==> src/rtl/sel_alu_pkg.sv <==
package sel_alu_pkg;

  // Operand steering codes for the adder's second input (arithmetic mode).
  typedef enum logic [1:0] {
    YSRC_ZERO = 2'b00,
    YSRC_B    = 2'b01,
    YSRC_NOTB = 2'b10,
    YSRC_ONES = 2'b11
  } ysrc_e;

  // Bitwise function codes (logic mode), sharing the same select pins.
  typedef enum logic [1:0] {
    LFN_AND  = 2'b00,
    LFN_OR   = 2'b01,
    LFN_XOR  = 2'b10,
    LFN_NOTA = 2'b11
  } lfn_e;

endpackage

==> src/rtl/alu_bit_slice.sv <==
module alu_bit_slice
  import sel_alu_pkg::*;
(
  input  logic       a_i,
  input  logic       b_i,
  input  logic       c_i,
  input  logic [1:0] fn_i,
  input  logic       lmode_i,
  output logic       r_o,
  output logic       c_o
);

  logic y_bit;
  logic sum_bit;
  logic log_bit;
  logic half;

  // Y steering reduced from a 4:1 mux: bit 0 passes B, bit 1 passes ~B,
  // both together give 1, neither gives 0.
  assign y_bit = (b_i & fn_i[0]) | (~b_i & fn_i[1]);

  // Full adder
  assign half    = a_i ^ y_bit;
  assign sum_bit = half ^ c_i;
  assign c_o     = (a_i & y_bit) | (c_i & half);

  always_comb begin
    unique case (lfn_e'(fn_i))
      LFN_AND:  log_bit = a_i & b_i;
      LFN_OR:   log_bit = a_i | b_i;
      LFN_XOR:  log_bit = a_i ^ b_i;
      default:  log_bit = ~a_i;
    endcase
  end

  assign r_o = lmode_i ? log_bit : sum_bit;

endmodule

==> src/rtl/alu_status.sv <==
module alu_status (
  input  logic lmode_i,
  input  logic c_top_in_i,
  input  logic c_top_out_i,
  output logic cout_o,
  output logic ovf_o
);

  // Flags are meaningful only for arithmetic; forced low in logic mode.
  assign cout_o = ~lmode_i & c_top_out_i;
  assign ovf_o  = ~lmode_i & (c_top_in_i ^ c_top_out_i);

endmodule

==> src/rtl/sel_alu.sv <==
module sel_alu
  import sel_alu_pkg::*;
#(
  parameter int WIDTH = 8
) (
  input  logic [WIDTH-1:0] opa,
  input  logic [WIDTH-1:0] opb,
  input  logic [1:0]       fn_sel,
  input  logic             logic_mode,
  input  logic             cin,
  output logic [WIDTH-1:0] res,
  output logic             cout,
  output logic             ovf
);

  localparam int MSB = WIDTH - 1;

  logic [WIDTH:0] carry;

  assign carry[0] = cin;

  genvar i;
  generate
    for (i = 0; i < WIDTH; i++) begin : g_slice
      alu_bit_slice u_bit (
        .a_i     (opa[i]),
        .b_i     (opb[i]),
        .c_i     (carry[i]),
        .fn_i    (fn_sel),
        .lmode_i (logic_mode),
        .r_o     (res[i]),
        .c_o     (carry[i+1])
      );
    end
  endgenerate

  alu_status u_status (
    .lmode_i     (logic_mode),
    .c_top_in_i  (carry[MSB]),
    .c_top_out_i (carry[WIDTH]),
    .cout_o      (cout),
    .ovf_o       (ovf)
  );

  always_comb begin
    if (logic_mode) begin

      logic_flags_chk: assert (cout == 1'b0 && ovf == 1'b0);
    end
    if (logic_mode && fn_sel == LFN_NOTA) begin

      not_a_chk: assert (res == ~opa);
    end
    if (!logic_mode && fn_sel == YSRC_ZERO && !cin) begin

      pass_a_chk: assert (res == opa && !cout && !ovf);
    end
    if (!logic_mode && fn_sel == YSRC_ONES && cin) begin

      keep_a_chk: assert (res == opa && cout && !ovf);
    end
    if (!logic_mode && fn_sel == YSRC_NOTB && cin && opa == opb) begin

      sub_equal_chk: assert (res == '0 && cout);
    end
  end

endmodule

==> config.mk <==
export PLATFORM = sky130hd
export DESIGN_NAME = sel_alu
export DESIGN_NICKNAME = d
export VERILOG_FILES = /design/src/rtl/sel_alu_pkg.sv /design/src/rtl/alu_bit_slice.sv /design/src/rtl/alu_status.sv /design/src/rtl/sel_alu.sv
export SDC_FILE = /design/constraint.sdc
export NUM_CORES = 1
export LEC_CHECK = 0
export CORE_MARGIN = 2
export CORE_UTILIZATION = 50
export DETAILED_ROUTE_END_ITERATION = 10
export PLACE_DENSITY = 0.85
export SLEW_MARGIN = 20
export SYNTH_ARGS = -nofsm -noshare
export SYNTH_HDL_FRONTEND = slang
export SYNTH_SLANG_ARGS = --single-unit
==> constraint.sdc <==
create_clock -name vclk -period 9.2
set_input_delay 2.3 -clock vclk [all_inputs]
set_output_delay 2.3 -clock vclk [all_outputs]
set_load 0.02 [all_outputs]
# ---- Word level (Yosys, flattened, before mapping)
# Cells that the tools add are included.
dict set report totals {
  word_cells 127
  regBits 0
  inputBits 20
  out_inout_bits 10
}
dict set report op_classes {
  eq_ne 2
  bitwise 108
  reduce_logical 1
  muxes 16
}
# cell n
set op_table {}
lappend op_table {{$and A1 B1 Y1} 42}
lappend op_table {{$xor A1 B1 Y1} 25}
lappend op_table {{$or A1 B1 Y1} 24}
lappend op_table {{$pmux W1 S3} 8}
lappend op_table {{$not A1 Y1} 17}
lappend op_table {{$mux W1} 8}
lappend op_table {{$eq A2 B1 Y1 const B} 1}
lappend op_table {{$eq A2 B2 Y1 const B} 1}
lappend op_table {{$logic_not A2 Y1} 1}

# ---- Logic depth before layout (Yosys ltp)
dict set report depth {
  ltp_word 22
  ltp_mapped 15
  ltp_nobuf 13
}

# ---- Cells and area by module
# From an unflattened synthesis, not the netlist that was laid out.
dict set report hier_totals {
  cells_unflattened 115
  hier_area_um2 1004.7
}
# mod area_per_inst_um2 n_inst cells_each seq_area_each_um2
set modules_own_cells {}
lappend modules_own_cells {{alu_bit_slice (g_slice[0].u_bit ...)} 126.4 7 14 0.0}
lappend modules_own_cells {{alu_bit_slice (g_slice[5].u_bit)} 101.3 1 14 0.0}
lappend modules_own_cells {alu_status 18.8 1 3 0.0}

# ---- Worst setup path before layout
# OpenSTA, ideal clock, no wires.
dict set report synth_path {
  path_kind {input port to output port}
  startpoint {input port fn_sel[0]}
  endpoint {output port res[7]}
  path_buffers 3
  path_slack_ps 918
  t_required_ps 6900
  arrival_time_ps 5982
  cell_stages 15
  cell_sequence {buf_2 buf_2 mux2i_1 fa_1 inv_1 fa_1 fa_1 fa_1 fa_1 fa_1 inv_1 fa_1 fa_1 a221oi_1 buf_4}
}
dict set report synth_between {
  elab_chain_cells 19
  elab_cells_between_ends 51
  classes_between {eq/ne: 2; mux: 2; bitwise: 46; reduce/logical: 1}
}
# item line
set synth_rtl {}
lappend synth_rtl {{from (decl)} sel_alu.sv:8} ;# input logic [1:0] fn_sel,
lappend synth_rtl {{$and A1 B1 Y1} alu_bit_slice.sv:20} ;# assign y_bit = (b_i & fn_i[0]) | (~b_i & fn_i[1]);
lappend synth_rtl {{$or A1 B1 Y1} alu_bit_slice.sv:20}
lappend synth_rtl {{$xor A1 B1 Y1} alu_bit_slice.sv:23} ;# assign half = a_i ^ y_bit;
lappend synth_rtl {{$and A1 B1 Y1} alu_bit_slice.sv:25} ;# assign c_o = (a_i & y_bit) | (c_i & half);
lappend synth_rtl {{$or A1 B1 Y1} alu_bit_slice.sv:25}
lappend synth_rtl {{$and A1 B1 Y1} alu_bit_slice.sv:25}
lappend synth_rtl {{$or A1 B1 Y1} alu_bit_slice.sv:25}
lappend synth_rtl {{$and A1 B1 Y1} alu_bit_slice.sv:25}
lappend synth_rtl {{[... 3 more ...]} n/a}
lappend synth_rtl {{$and A1 B1 Y1} alu_bit_slice.sv:25}
lappend synth_rtl {{$or A1 B1 Y1} alu_bit_slice.sv:25}
lappend synth_rtl {{$and A1 B1 Y1} alu_bit_slice.sv:25}
lappend synth_rtl {{$or A1 B1 Y1} alu_bit_slice.sv:25}
lappend synth_rtl {{$and A1 B1 Y1} alu_bit_slice.sv:25}
lappend synth_rtl {{$or A1 B1 Y1} alu_bit_slice.sv:25}
lappend synth_rtl {{$xor A1 B1 Y1} alu_bit_slice.sv:24} ;# assign sum_bit = half ^ c_i;
lappend synth_rtl {{$mux W1 (*)} alu_bit_slice.sv:36} ;# assign r_o = lmode_i ? log_bit : sum_bit;
lappend synth_rtl {{to (decl)} sel_alu.sv:11} ;# output logic [WIDTH-1:0] res,
# Mark *: on every way between the ends. The rest lies on a longest branch, timed or not.

# ---- Worst setup path after layout
dict set report layout_path {
  startpoint {input port opb[0]}
  endpoint {output port res[6]}
}
dict set report layout_between {
  elab_chain_cells 18
  elab_cells_between_ends 20
  classes_between {mux: 1; bitwise: 19}
}
# item line
set layout_rtl {}
lappend layout_rtl {{from (decl)} sel_alu.sv:7} ;# input logic [WIDTH-1:0] opb,
lappend layout_rtl {{$not A1 Y1} alu_bit_slice.sv:20}
lappend layout_rtl {{$and A1 B1 Y1} alu_bit_slice.sv:20}
lappend layout_rtl {{$or A1 B1 Y1 (*)} alu_bit_slice.sv:20}
lappend layout_rtl {{$xor A1 B1 Y1} alu_bit_slice.sv:23}
lappend layout_rtl {{$and A1 B1 Y1} alu_bit_slice.sv:25}
lappend layout_rtl {{$or A1 B1 Y1 (*)} alu_bit_slice.sv:25}
lappend layout_rtl {{$and A1 B1 Y1 (*)} alu_bit_slice.sv:25}
lappend layout_rtl {{$or A1 B1 Y1 (*)} alu_bit_slice.sv:25}
lappend layout_rtl {{[... 2 more ...]} n/a}
lappend layout_rtl {{$and A1 B1 Y1 (*)} alu_bit_slice.sv:25}
lappend layout_rtl {{$or A1 B1 Y1 (*)} alu_bit_slice.sv:25}
lappend layout_rtl {{$and A1 B1 Y1 (*)} alu_bit_slice.sv:25}
lappend layout_rtl {{$or A1 B1 Y1 (*)} alu_bit_slice.sv:25}
lappend layout_rtl {{$and A1 B1 Y1 (*)} alu_bit_slice.sv:25}
lappend layout_rtl {{$or A1 B1 Y1 (*)} alu_bit_slice.sv:25}
lappend layout_rtl {{$xor A1 B1 Y1 (*)} alu_bit_slice.sv:24}
lappend layout_rtl {{$mux W1 (*)} alu_bit_slice.sv:36}
# Marked as above.

==> key figures <==
Timing
  • Setup violators final: 0
  • Final Hold Vio Count: 0
  • Minimum clock period after layout: 9.00 ns
  • Setup TNS: 0 ns
  • Tcrit/Tclk final: 97.8%
  • RSZ-0062 raised after global routing: no
  • Hold Slack: 5.49 ns
  • Final Max Slew Viols: 0
  • Slew margin rel.: 66.8%
  • Tightest Pin Transition: 0.497 ns
  • Peak Freq: 0.111 GHz

Final layout
  • ANT cells: 0
  • Commonest non-fill, non-tap cell in the layout: clkdlybuf4s50_1
  • Layout cell share with drive strength beyond 1: 9.70%
  • Commonest non-fill, non-tap cells in the layout: clkdlybuf4s50_1 (29), inv_1 (20), ha_1 (16)
  • Sequential cells: 0
  • FF/Latch Area: 0 µm²
  • Final net count: 180
  • Post-Route Utilization: 68.0%
  • Clkbuf count: 0
  • Area grow syn2layout: 25.4%

Yosys
  • Synthesized area: 946 µm²
  • Syn Area/Cell: 8.15 µm²
  • XOR/XNOR Fraction of Synth Area: 0.926%
  • Post-synthesis mux area share: 12.3%
  • Adder-Cell Fraction of Synth Area: 38.1%
  • Compound-Gate Fraction of Synth Area: 16.0%
  • Yosys warns: 0
  • Yosys top cell area share: 21.2%
  • Main combinational cell family by area after synthesis: adder cells
  • Synth area leaders: ha_1 (21%), fa_1 (17%), inv_1 (7.9%)
  • Dominant cell type by area after synthesis: ha_1
  • Syn Nets: 160
  • Mapped Cells: 116
  • Simple-gate share of the synthesized area: 12.4%
  • Register area share after synthesis: 0%
  • Synth unique cells: 20

GRT
  • Global Route Usage Sum: 16.2%
  • First-pass GRT wire length: 2750 µm
  • Total gr overflow: 0
  • Initial antenna violation count: 0
  • Number of global-route vias before repair: 676
  • Largest net degree at the start of global routing: 29

Die
  • Die width: 47.5 µm
  • Initial Util: 54.2%
  • Die area: 0.00226 mm²
  • Core box area: 0.00175 mm²
  • I/O Pins: 30
  • Die Y-Extent: 47.5 µm
  • Core Rows: 15

Route
  • Iter 0 DRT Violations: 7
  • DR WL/cell: 11.3 µm
  • DR pass1 iterations: 4
  • DR vias: 810
  • Antenna-violating nets left: 0
  • DRC violations left: 0
  • Via/cell ratio: 5.09
  • DRT Wirelength: 1800 µm

Pwr
  • VDD IR-drop max: 37.4 µV
  • Combinational power share: 100.0%
  • LEAKAGE: 0.574 nW
  • Cell Int Power: 0.0390 mW
  • Power Dens Cells: 62.5 mW/mm²
  • P_sw: 0.0351 mW
  • Sw Ratio: 47.3%
  • Clock Power Share: 0%
  • Seq pwr share: 0%

Placed design
  • Dpl hpwl: 1510 µm
  • Routability cong.: 0.824
  • Port Buffer Count: 30

Setup path
  • Worst setup SP type: primary input
  • Worst setup startpoint: opb[0]
  • Crit. End Element: primary output
  • Critical Path Most Common Cell: fa_1
  • CP required: 6.90 ns
  • Crit path max-delay family: adder cells
  • Arr. time, crit path: 6.70 ns
  • Buf/Inv on CP: 4
  • Crit path kind: primary input to primary output
  • Max incr delay on CP: 0.66 ns
  • CP Max Fanout: 3
  • CP max-delay cell: clkdlybuf4s50_1
  • Critical-path cell list: clkdlybuf4s50_1 -> mux2i_1 -> fa_1 -> inv_1 -> fa_1 -> fa_1 -> fa_1 -> fa_1 -> fa_1 -> inv_1 -> fa_1 -> a221oi_1 -> clkdlybuf4s50_1

Job
  • Max_cap viols: 0

Worst hold path
  • Worst Hold Depth: 5
  • Hold path endpoint: res[7]
  • Hold Crit Start: opa[7]
  • Worst Hold Class: primary input to primary output

Clock network
  • Post-cts hold buffer count: 0

Run status
  • Status: complete, no violations
## synthesized netlist by cell type
cell type,n
inv_1,20
ha_1,16
a21oi_1,9
buf_4,9
fa_1,8
nand2b_1,7
nor2_1,7
nand2_1,6
a221o_1,5
mux2_2,5
a221oi_1,3
buf_2,3
buf_6,3
mux2i_1,3
o21ai_0,3
or2_2,3
a211oi_1,2
mux2_4,2
and2_0,1
xnor2_1,1
## per-layer routing
metal  vias to the layer above  track usage, %  part of all wire, %
li1                        413               -                    -
met1                       376            22.4                   46
met2                        21            30.0                   50
met3                         0           0.377                  3.7
met4                         0               0                    0
met5                         -               0                    0
## how the worst max path moves through the flow
stage / end / slack [ns] / cells after the start
4_1_cts: res[7] / 0.002 / 14
3_5_place_dp: res[7] / 0.0006 / 14
5_1_grt: res[6] / 0.06 / 13
3_3_place_gp: res[7] / 0.09 / 14
6_report: res[6] / 0.20 / 13
2_1_floorplan: res[7] / 0.92 / 15
## timing repair
action                     4_1_cts  5_1_grt
setup endpoints to repair        0        1
setup buffers                    0        0
gates resized for setup          0        1
## metrics by stage
| stage | setup WS [ns] | cells | instance area, µm² | power [mW] |
|---|---|---|---|---|
| floorplan | 0.918 | 116 | 946 | 0.0525 |
| global placement | 0.0933 | 159 | 1180 | 0.0724 |
| detailed placement | 0.000604 | 159 | 1180 | 0.0747 |
| CTS | 0.00150 | 159 | 1180 | 0.0751 |
| global route | 0.0630 | 159 | 1190 | 0.0807 |
| finish | 0.201 | 159 | 1190 | 0.0741 |
## logic make-up (layout without fill, tap and decap cells)
family / after synthesis / in the layout
adder cells (fa/ha/maj): 24 / 24
AO/OA/AOI/OAI: 22 / 22
multiplexers: 10 / 10
XOR/XNOR: 1 / 1
AND/OR/NAND/NOR: 24 / 24
buffers and inverters: 35 / 53
## power groups by stage
stage                     Sequential (mW)  Combinational, mW  Clock (mW)
final                                   0             0.0741           0
after global routing                    0             0.0807           0
after CTS                               0             0.0751           0
after detailed placement                0             0.0747           0
after global placement                  0             0.0724           0
after floorplan                         0             0.0525           0
## area by class of cell
class / instances / area, µm²
Multi-Input combinational cell: 81 / 754
Fill cell: 152 / 559
Timing Repair Buffer: 33 / 325
Inverter: 20 / 75.1
Tap cell: 25 / 31.3
Power figures use the tool's default switching activity.
